### src/rtl/pll_ratio_pkg.sv
package pll_ratio_pkg;
  localparam int RATIO_W   = 4;
  localparam int MAX_CODE  = 10;
  localparam int DATA_W    = 4;
  localparam int DIVISOR_W = 2;
  localparam int CTRL_DIV  = 0;
  localparam int CTRL_WDOG = 1;

  typedef enum logic {
    ADDR_RATIO = 1'b0,
    ADDR_CTRL  = 1'b1
  } reg_addr_e;
endpackage

### src/rtl/pll_lock_timer.sv
module pll_lock_timer #(
  parameter int LOCK_CYCLES = 131072
) (
  input  logic clk_i,
  input  logic rst_ni,
  input  logic start_i,
  output logic lock_o
);
  localparam int CNT_W = (LOCK_CYCLES > 2) ? $clog2(LOCK_CYCLES) : 1;
  localparam logic [CNT_W-1:0] LAST = CNT_W'(LOCK_CYCLES - 1);

  logic [CNT_W-1:0] cnt_q;
  logic             busy_q;

  always_ff @(posedge clk_i or negedge rst_ni) begin
    if (!rst_ni) begin
      cnt_q  <= '0;
      busy_q <= 1'b0;
      lock_o <= 1'b1;
    end else if (start_i) begin
      // restart on every accepted write, even mid-count
      cnt_q  <= '0;
      busy_q <= 1'b1;
      lock_o <= 1'b0;
    end else if (busy_q) begin
      if (cnt_q == LAST) begin
        busy_q <= 1'b0;
        lock_o <= 1'b1;
      end else begin
        cnt_q <= cnt_q + 1'b1;
      end
    end
  end
endmodule

### src/rtl/pll_ratio_regs.sv
module pll_ratio_regs
  import pll_ratio_pkg::*;
(
  input  logic               clk_i,
  input  logic               rst_ni,
  input  logic               prot_en_i,
  input  logic               wr_en_i,
  input  logic               wr_addr_i,
  input  logic [DATA_W-1:0]  wr_data_i,
  input  logic               lock_i,
  output logic [RATIO_W-1:0] ratio_o,
  output logic               div_sel_o,
  output logic               wdog_en_o,
  output logic               err_o,
  output logic               start_o
);
  localparam logic [RATIO_W-1:0] MAX_CODE_L = RATIO_W'(MAX_CODE);

  logic               wr_ratio, wr_ctrl, code_ok;
  logic [RATIO_W-1:0] code;
  logic               unused_hi;

  assign code      = wr_data_i[RATIO_W-1:0];
  assign unused_hi = ^wr_data_i[DATA_W-1:CTRL_WDOG+1];
  assign wr_ratio  = prot_en_i & wr_en_i & (wr_addr_i == ADDR_RATIO);
  assign wr_ctrl   = prot_en_i & wr_en_i & (wr_addr_i == ADDR_CTRL);
  assign code_ok   = code <= MAX_CODE_L;
  assign start_o   = wr_ratio & code_ok & ~div_sel_o & ~wdog_en_o;

  always_ff @(posedge clk_i or negedge rst_ni) begin
    if (!rst_ni) begin
      ratio_o   <= '0;
      div_sel_o <= 1'b0;
      wdog_en_o <= 1'b1;
      err_o     <= 1'b0;
    end else begin
      if (start_o)             ratio_o <= code;
      if (wr_ratio & ~start_o) err_o   <= 1'b1;
      if (wr_ctrl) begin
        // setting either bit needs lock; clearing is free
        div_sel_o <= wr_data_i[CTRL_DIV]  & (lock_i | div_sel_o);
        wdog_en_o <= wr_data_i[CTRL_WDOG] & (lock_i | wdog_en_o);
      end
    end
  end
endmodule

### src/rtl/pll_ratio_decode.sv
module pll_ratio_decode
  import pll_ratio_pkg::*;
(
  input  logic                 [RATIO_W-1:0]   ratio_i,
  input  logic                                 div_sel_i,
  output logic                                 bypass_o,
  output logic                 [RATIO_W-1:0]   mult_o,
  output logic                 [DIVISOR_W-1:0] divisor_o
);
  assign bypass_o  = (ratio_i == '0);
  assign mult_o    = bypass_o ? RATIO_W'(1) : ratio_i;
  assign divisor_o = div_sel_i ? DIVISOR_W'(1) : DIVISOR_W'(2);
endmodule

### src/rtl/pll_ratio_seq.sv
module pll_ratio_seq
  import pll_ratio_pkg::*;
#(
  parameter int LOCK_CYCLES = 131072
) (
  input  logic                 clk_i,
  input  logic                 rst_ni,
  input  logic                 prot_en_i,
  input  logic                 wr_en_i,
  input  logic                 wr_addr_i,
  input  logic [DATA_W-1:0]    wr_data_i,
  output logic [RATIO_W-1:0]   ratio_o,
  output logic                 bypass_o,
  output logic                 lock_o,
  output logic                 div_sel_o,
  output logic                 wdog_en_o,
  output logic                 err_o,
  output logic [RATIO_W-1:0]   mult_o,
  output logic [DIVISOR_W-1:0] divisor_o
);
  logic start;

  pll_ratio_regs u_regs (
    .clk_i     (clk_i),
    .rst_ni    (rst_ni),
    .prot_en_i (prot_en_i),
    .wr_en_i   (wr_en_i),
    .wr_addr_i (wr_addr_i),
    .wr_data_i (wr_data_i),
    .lock_i    (lock_o),
    .ratio_o   (ratio_o),
    .div_sel_o (div_sel_o),
    .wdog_en_o (wdog_en_o),
    .err_o     (err_o),
    .start_o   (start)
  );

  pll_lock_timer #(.LOCK_CYCLES(LOCK_CYCLES)) u_timer (
    .clk_i   (clk_i),
    .rst_ni  (rst_ni),
    .start_i (start),
    .lock_o  (lock_o)
  );

  pll_ratio_decode u_decode (
    .ratio_i   (ratio_o),
    .div_sel_i (div_sel_o),
    .bypass_o  (bypass_o),
    .mult_o    (mult_o),
    .divisor_o (divisor_o)
  );
endmodule

### config.mk
export PLATFORM = sky130hd
export DESIGN_NAME = pll_ratio_seq
export DESIGN_NICKNAME = d
export VERILOG_FILES = /design/src/rtl/pll_ratio_pkg.sv /design/src/rtl/pll_lock_timer.sv /design/src/rtl/pll_ratio_regs.sv /design/src/rtl/pll_ratio_decode.sv /design/src/rtl/pll_ratio_seq.sv
export SDC_FILE = /design/constraint.sdc
export NUM_CORES = 1
export LEC_CHECK = 0
export BUFFER_PORTS_ARGS = -buffer_cell sky130_fd_sc_hd__buf_2
export CAP_MARGIN = 10
export CORE_MARGIN = 2
export CORE_UTILIZATION = 35
export CTS_CLUSTER_DIAMETER = 80
export DETAILED_ROUTE_END_ITERATION = 10
export GPL_ROUTABILITY_DRIVEN = 0
export PLACE_DENSITY = 0.66
export SLEW_MARGIN = 30
export SYNTH_ARGS = -nofsm -noshare
export SYNTH_HDL_FRONTEND = slang
export SYNTH_SLANG_ARGS = --single-unit
### constraint.sdc
create_clock -name clk_i -period 2.29 [get_ports clk_i]
set_clock_uncertainty 0.15 [all_clocks]
set_input_delay 0.1145 -clock clk_i [delete_from_list [all_inputs] [get_ports clk_i]]
set_output_delay 0.1145 -clock clk_i [all_outputs]
set_load 0.02 [all_outputs]
[After elaboration in Yosys (flattened, before gate mapping)]
Index checks and enable logic that the tools add are counted.
W data, S select, Z words.
Storage, ports and cells
  bits in registers: 26
  logic and storage cells: 42
  bits of input ports: 9
  output and inout bits: 15
Cells by class
  mux-type cells: 11
  bitwise gates (word level): 15
  $lt $le $gt $ge: 1
  add/subtract/negate cells: 1
  equal/unequal tests: 2
  reductions and logical operators: 5
Operator list (count)
  $mux W17: 3
  $add A17 B1 Y17 const B: 1
  $eq A17 B17 Y1 const B: 1
  $and A1 B1 Y1: 9
  $mux W1: 6
  $le A4 B4 Y1 const B: 1
  $logic_not A4 Y1: 1
  $mux W4: 1
  $not A1 Y1: 4
  $reduce_and A2 Y1: 2
  $reduce_bool A2 Y1: 2
  $mux W2: 1
  $ne A2 B2 Y1 const B: 1
  $or A1 B1 Y1: 2

[Longest topological paths before layout]
  depth after elaboration: 7
  gate-level depth with buffers: 9
  mapped depth without buffers: 8

[By module]
From an unflattened synthesis, not the netlist that was laid out.
Unflattened totals
  cells, all modules: 120
  area, all modules: 1333.8 um^2
By module, submodules not included
  pll_lock_timer: area each 980.9 um^2, instances 1, seq. area each 476.7 um^2, cells each 91
  pll_ratio_regs: area each 306.5 um^2, instances 1, seq. area each 176.4 um^2, cells each 21
  pll_ratio_decode: area each 46.3 um^2, instances 1, seq. area each 0.0 um^2, cells each 8

[Worst setup path after synthesis]
OpenSTA, ideal clock, no wires.
  path type: flip-flop to flip-flop
  start: reg u_timer.cnt_q[2]
  end: reg u_timer.cnt_q[15]
  path buffers: 1
  cell stages (with the launch flop): 10
  library setup time: 0.073 ns
  required time: 2.067 ns
  clock period less this slack: 2.259 ns
  arrival time: 2.036 ns
  setup slack: 0.031 ns
  path through: dfrtp_1 and4_1 nand3_1 nor3_1 ha_1 and4b_1 clkbuf_1 nand2_1 or4_4 a21oi_2
Between the ends
  word-level cells in the longest chain between the ends: 4
  elaborated cells on any way between the ends: 7
  classes of those cells: add/sub: 1; eq/ne: 2; mux: 3; reduce/logical: 1
RTL lines
  start, declared: line pll_lock_timer.sv:12  | logic [CNT_W-1:0] cnt_q;
  start signal, assigned: line pll_lock_timer.sv:30  | cnt_q <= cnt_q + 1'b1;
  $add A17 B1 Y17: line pll_lock_timer.sv:30
  $mux W17: line pll_lock_timer.sv:26  | if (cnt_q == LAST) begin
  $mux W17: line pll_lock_timer.sv:25  | end else if (busy_q) begin
  $mux W17: line pll_lock_timer.sv:20  | end else if (start_i) begin
Parallel ways exist; a longest one is shown, timed or not. The select of a mux whose other input is x is not followed.
A chain may end at the register's enable or synchronous reset.

[Worst setup path in the final report]
  start: reg u_timer.cnt_q[3]
  end: reg u_timer.cnt_q[13]
Same word-level chain as after synthesis.

==> impl_metrics.toml <==
[clocking]
clock_transition_at_path_regs_ns = 0.09
clk-insertion-delay-late_ns = 0.27
clock_tree.htree_level_count = 1
cts_inserted_buffers = 3
clock_tree.buffer_depth = 2
cts.sinks = 26
cts-root-buf = "clkbuf_8"
cts_tree = "yes"

[worst_setup_path]
crit_type = "flop to flop"
timing.critical_path.fanout_max = 5
timing.critical_path.slowest_stage_cell = "dfrtp_1"
cp.arrival_ns = 2.21
max_stage_delay_ns = 0.43
critPathCaptureType = "flop"
crit_required_ns = 2.33
cp-start-kind = "flop"
cpLargestDelayFamily = "simple AND/OR/NAND/NOR gates"
critical_path_buf_inv_count = 0
cp_cell_sequence = "and4_1, nand3_1, nor3_2, ha_2, and4b_1, nand2_1, or3_2, a21oi_1"

[global_route]
grt_max_degree = 27
antenna_found_initial = 0
overall_global_routing_usage_pct = 14.15
vias_in_the_first_global_route = 1077
grt_pass1_wl_um = 4574
globalRoute.totalOverflow = 0

[yosys]
synth.net_count = 132
yosysSeqAreaShare_pct = 50.58
count_of_distinct_cell_types_in_the_synthesized_netlist = 38
mappedNetlistArea_mm2 = 0.001291
yosys_warnings = 0
synth_top_cell_by_area = "dfrtp_1"
syn-mean-instance-area_um2 = 10.67
netlist.area_leader.share_pct = 46.51
synth.area.top_cells = "dfrtp_1, nor2_1, dfstp_2"
synth.ff_latch_count = 26
post_synth_inst_count = 121

[cells_and_area]
antenna_cells_inserted = 0
area.sequential_um2 = 653.1
num-fill-cells = 360
ratio_of_cells_with_drive_above_1_in_the_final_layout_pct = 31.37
postLayoutCellArea_mm2 = 0.001588
area_growth_pct = 22.96
multiInputGateArea_um2 = 599.3
final_net_count = 165

[timing]
worst_slew_pin_slew_ns = 0.5791
fin_tns_setup_ns = 0
setup_violations = 0
fin_crit_ns = 2.169
timing_max_transition_violations_final = 0
achievable-frequency_mhz = 461.1
min_hold_slack_ns = 0.004738
relSlewSlack_pct = 61.39
hold_viol_final = 0
final_critical_path_setup_slack_ns = 0.1214
min_period_over_period_pct = 94.70

[outcome]
outcome = "complete, no violations"

[min_path]
worstHoldPathType = "input port to flop"

[run]
cap_violations = 0

[die]
die-area_mm2 = 0.004191
rows = 22
die-width_um = 64.74
initial_core_util_pct = 35.81
floorplan.die.height_um = 64.74
core_region_area_mm2 = 0.003606
ios = 24

[route]
post_detailed_route_drc_marker_count = 0
drt_pass1_iterations = 4
first_iter_violations = 30
detailroute.via_count = 1025
route.antenna.remaining_nets = 0
drt-total-wl_um = 2661
detail_route.vias_per_cell = 5.100
average_detailed_routed_wire_length_per_instance_um = 13.24

[power]
peakVddDrop_mv = 0.6982
pwr_cell_area_mw_per_mm2 = 1220
leakage_nw = 0.6854
total_power_mw = 1.938

[place]
place_worst_setup_slack_ns = 0.09537
numPortBuffers = 23
dp_hpwl_um = 1889
placement.cell_area_mm2 = 0.001488
[worst paths after layout]
check	startpoint	slack (ns)	cells past startpoint	end
setup / recovery	u_timer.cnt_q[3]	0.12	8	u_timer.cnt_q[13]
hold / removal	wr_data_i[3]	0.005	3	u_regs.ratio_o[3]
setup reg to reg	u_timer.cnt_q[3]	0.12	8	u_timer.cnt_q[13]
hold reg to reg	u_regs.err_o	0.35	1	u_regs.err_o
max in group asynchronous	rst_ni	1.39	2	u_regs.wdog_en_o
min in group asynchronous	rst_ni	0.22	2	u_timer.cnt_q[4]
[per-stage QoR]
stage	cells	utilization (%)
final	201	44.03
after global routing	201	44.03
after CTS	200	43.62
after detailed placement	192	41.26
after global placement	192	41.26
after floorplan	121	-
[where the power goes]
| part | switching, mW | internal [mW] |
|---|---|---|
| clock network | 0.137 | 0.124 |
| registers | 0.218 | 0.673 |
| logic | 0.449 | 0.337 |
| total | 0.803 | 1.13 |
[timing repair]
action / CTS / global route
endpoints found under the setup margin: 0 / 10
setup buffers: 0 / 1
gates resized for setup: 0 / 2
hold buffers: 4 / 0
endpoints found under the hold margin: 29 / 0
[state kept, by name, indices dropped and copies added, names as in the netlist]
signal            flops
u_timer.cnt_q        17
u_regs.ratio_o        4
u_regs.div_sel_o      1
u_regs.err_o          1
u_regs.wdog_en_o      1
u_timer.busy_q        1
u_timer.lock_o        1
[logic make-up (layout without fill, tap and decap cells)]
logic type / after synthesis / after routing / share of synthesized area (%)
AOI/OAI and AO/OA: 15 / 15 / 9.788
adders and majority gates: 2 / 2 / 1.938
DFF: 26 / 26 / 50.58
xor gates and xnor gates: 11 / 11 / 7.461
muxes: 5 / 5 / 4.167
and+or+nand+nor: 51 / 51 / 22.48
buffers and inverters: 11 / 43 / 3.585
[layout by cell type (no fill, tap or decap), drive strengths merged, types with 4 or more instances in the layout]
cell type and count:
nor2 18, buf 31, clkbuf 4, inv 4
xnor2 5, nand2 6, dlygate4sd3 4, a21oi 5
nor4 4, dfrtp 24, xor2 6, nand4 4
nand3 5
[area by class of cell]
class	instances	share of cell area [%]
clock buffer	4	2.837
inverter	4	0.9456
multi-input combinational	84	37.75
sequential	26	41.13
tap	48	3.783
timing repair buffer	35	13.55
[per-layer routing]
metal	part of all wire (%)	up-vias	GRT usage, %
met5	0	-	0
met4	0.41	0	5.319
met3	3.9	2	2.778
met2	50	24	26.03
met1	46	510	16.00
li1	-	489	-
[synth_stat cells, drive strengths merged]
cell	n
xor2	6
nand4	4
a2111o	1
a2111oi	1
xnor2	5
a21o	1
nor3	2
nor4	4
o21ai	2
ha	2
o31ai	1
or4	1
nand2b	1
inv	4
or4b	1
o21bai	1
clkbuf	5
dfstp	2
nand3	5
or2	1
and4b	1
and4	2
nor2	18
nand2	6
buf	2
o22a	2
nand3b	3
mux2i	2
o41ai	1
or3	2
a21oi	5
dfrtp	24
mux2	3
[tightest hold or removal path: stages]
cell and delay, ns:
buf_2 0.12, nor4_1 0.06, nor2_1 0.09
Note: power is estimated with default switching activity, not from simulation.
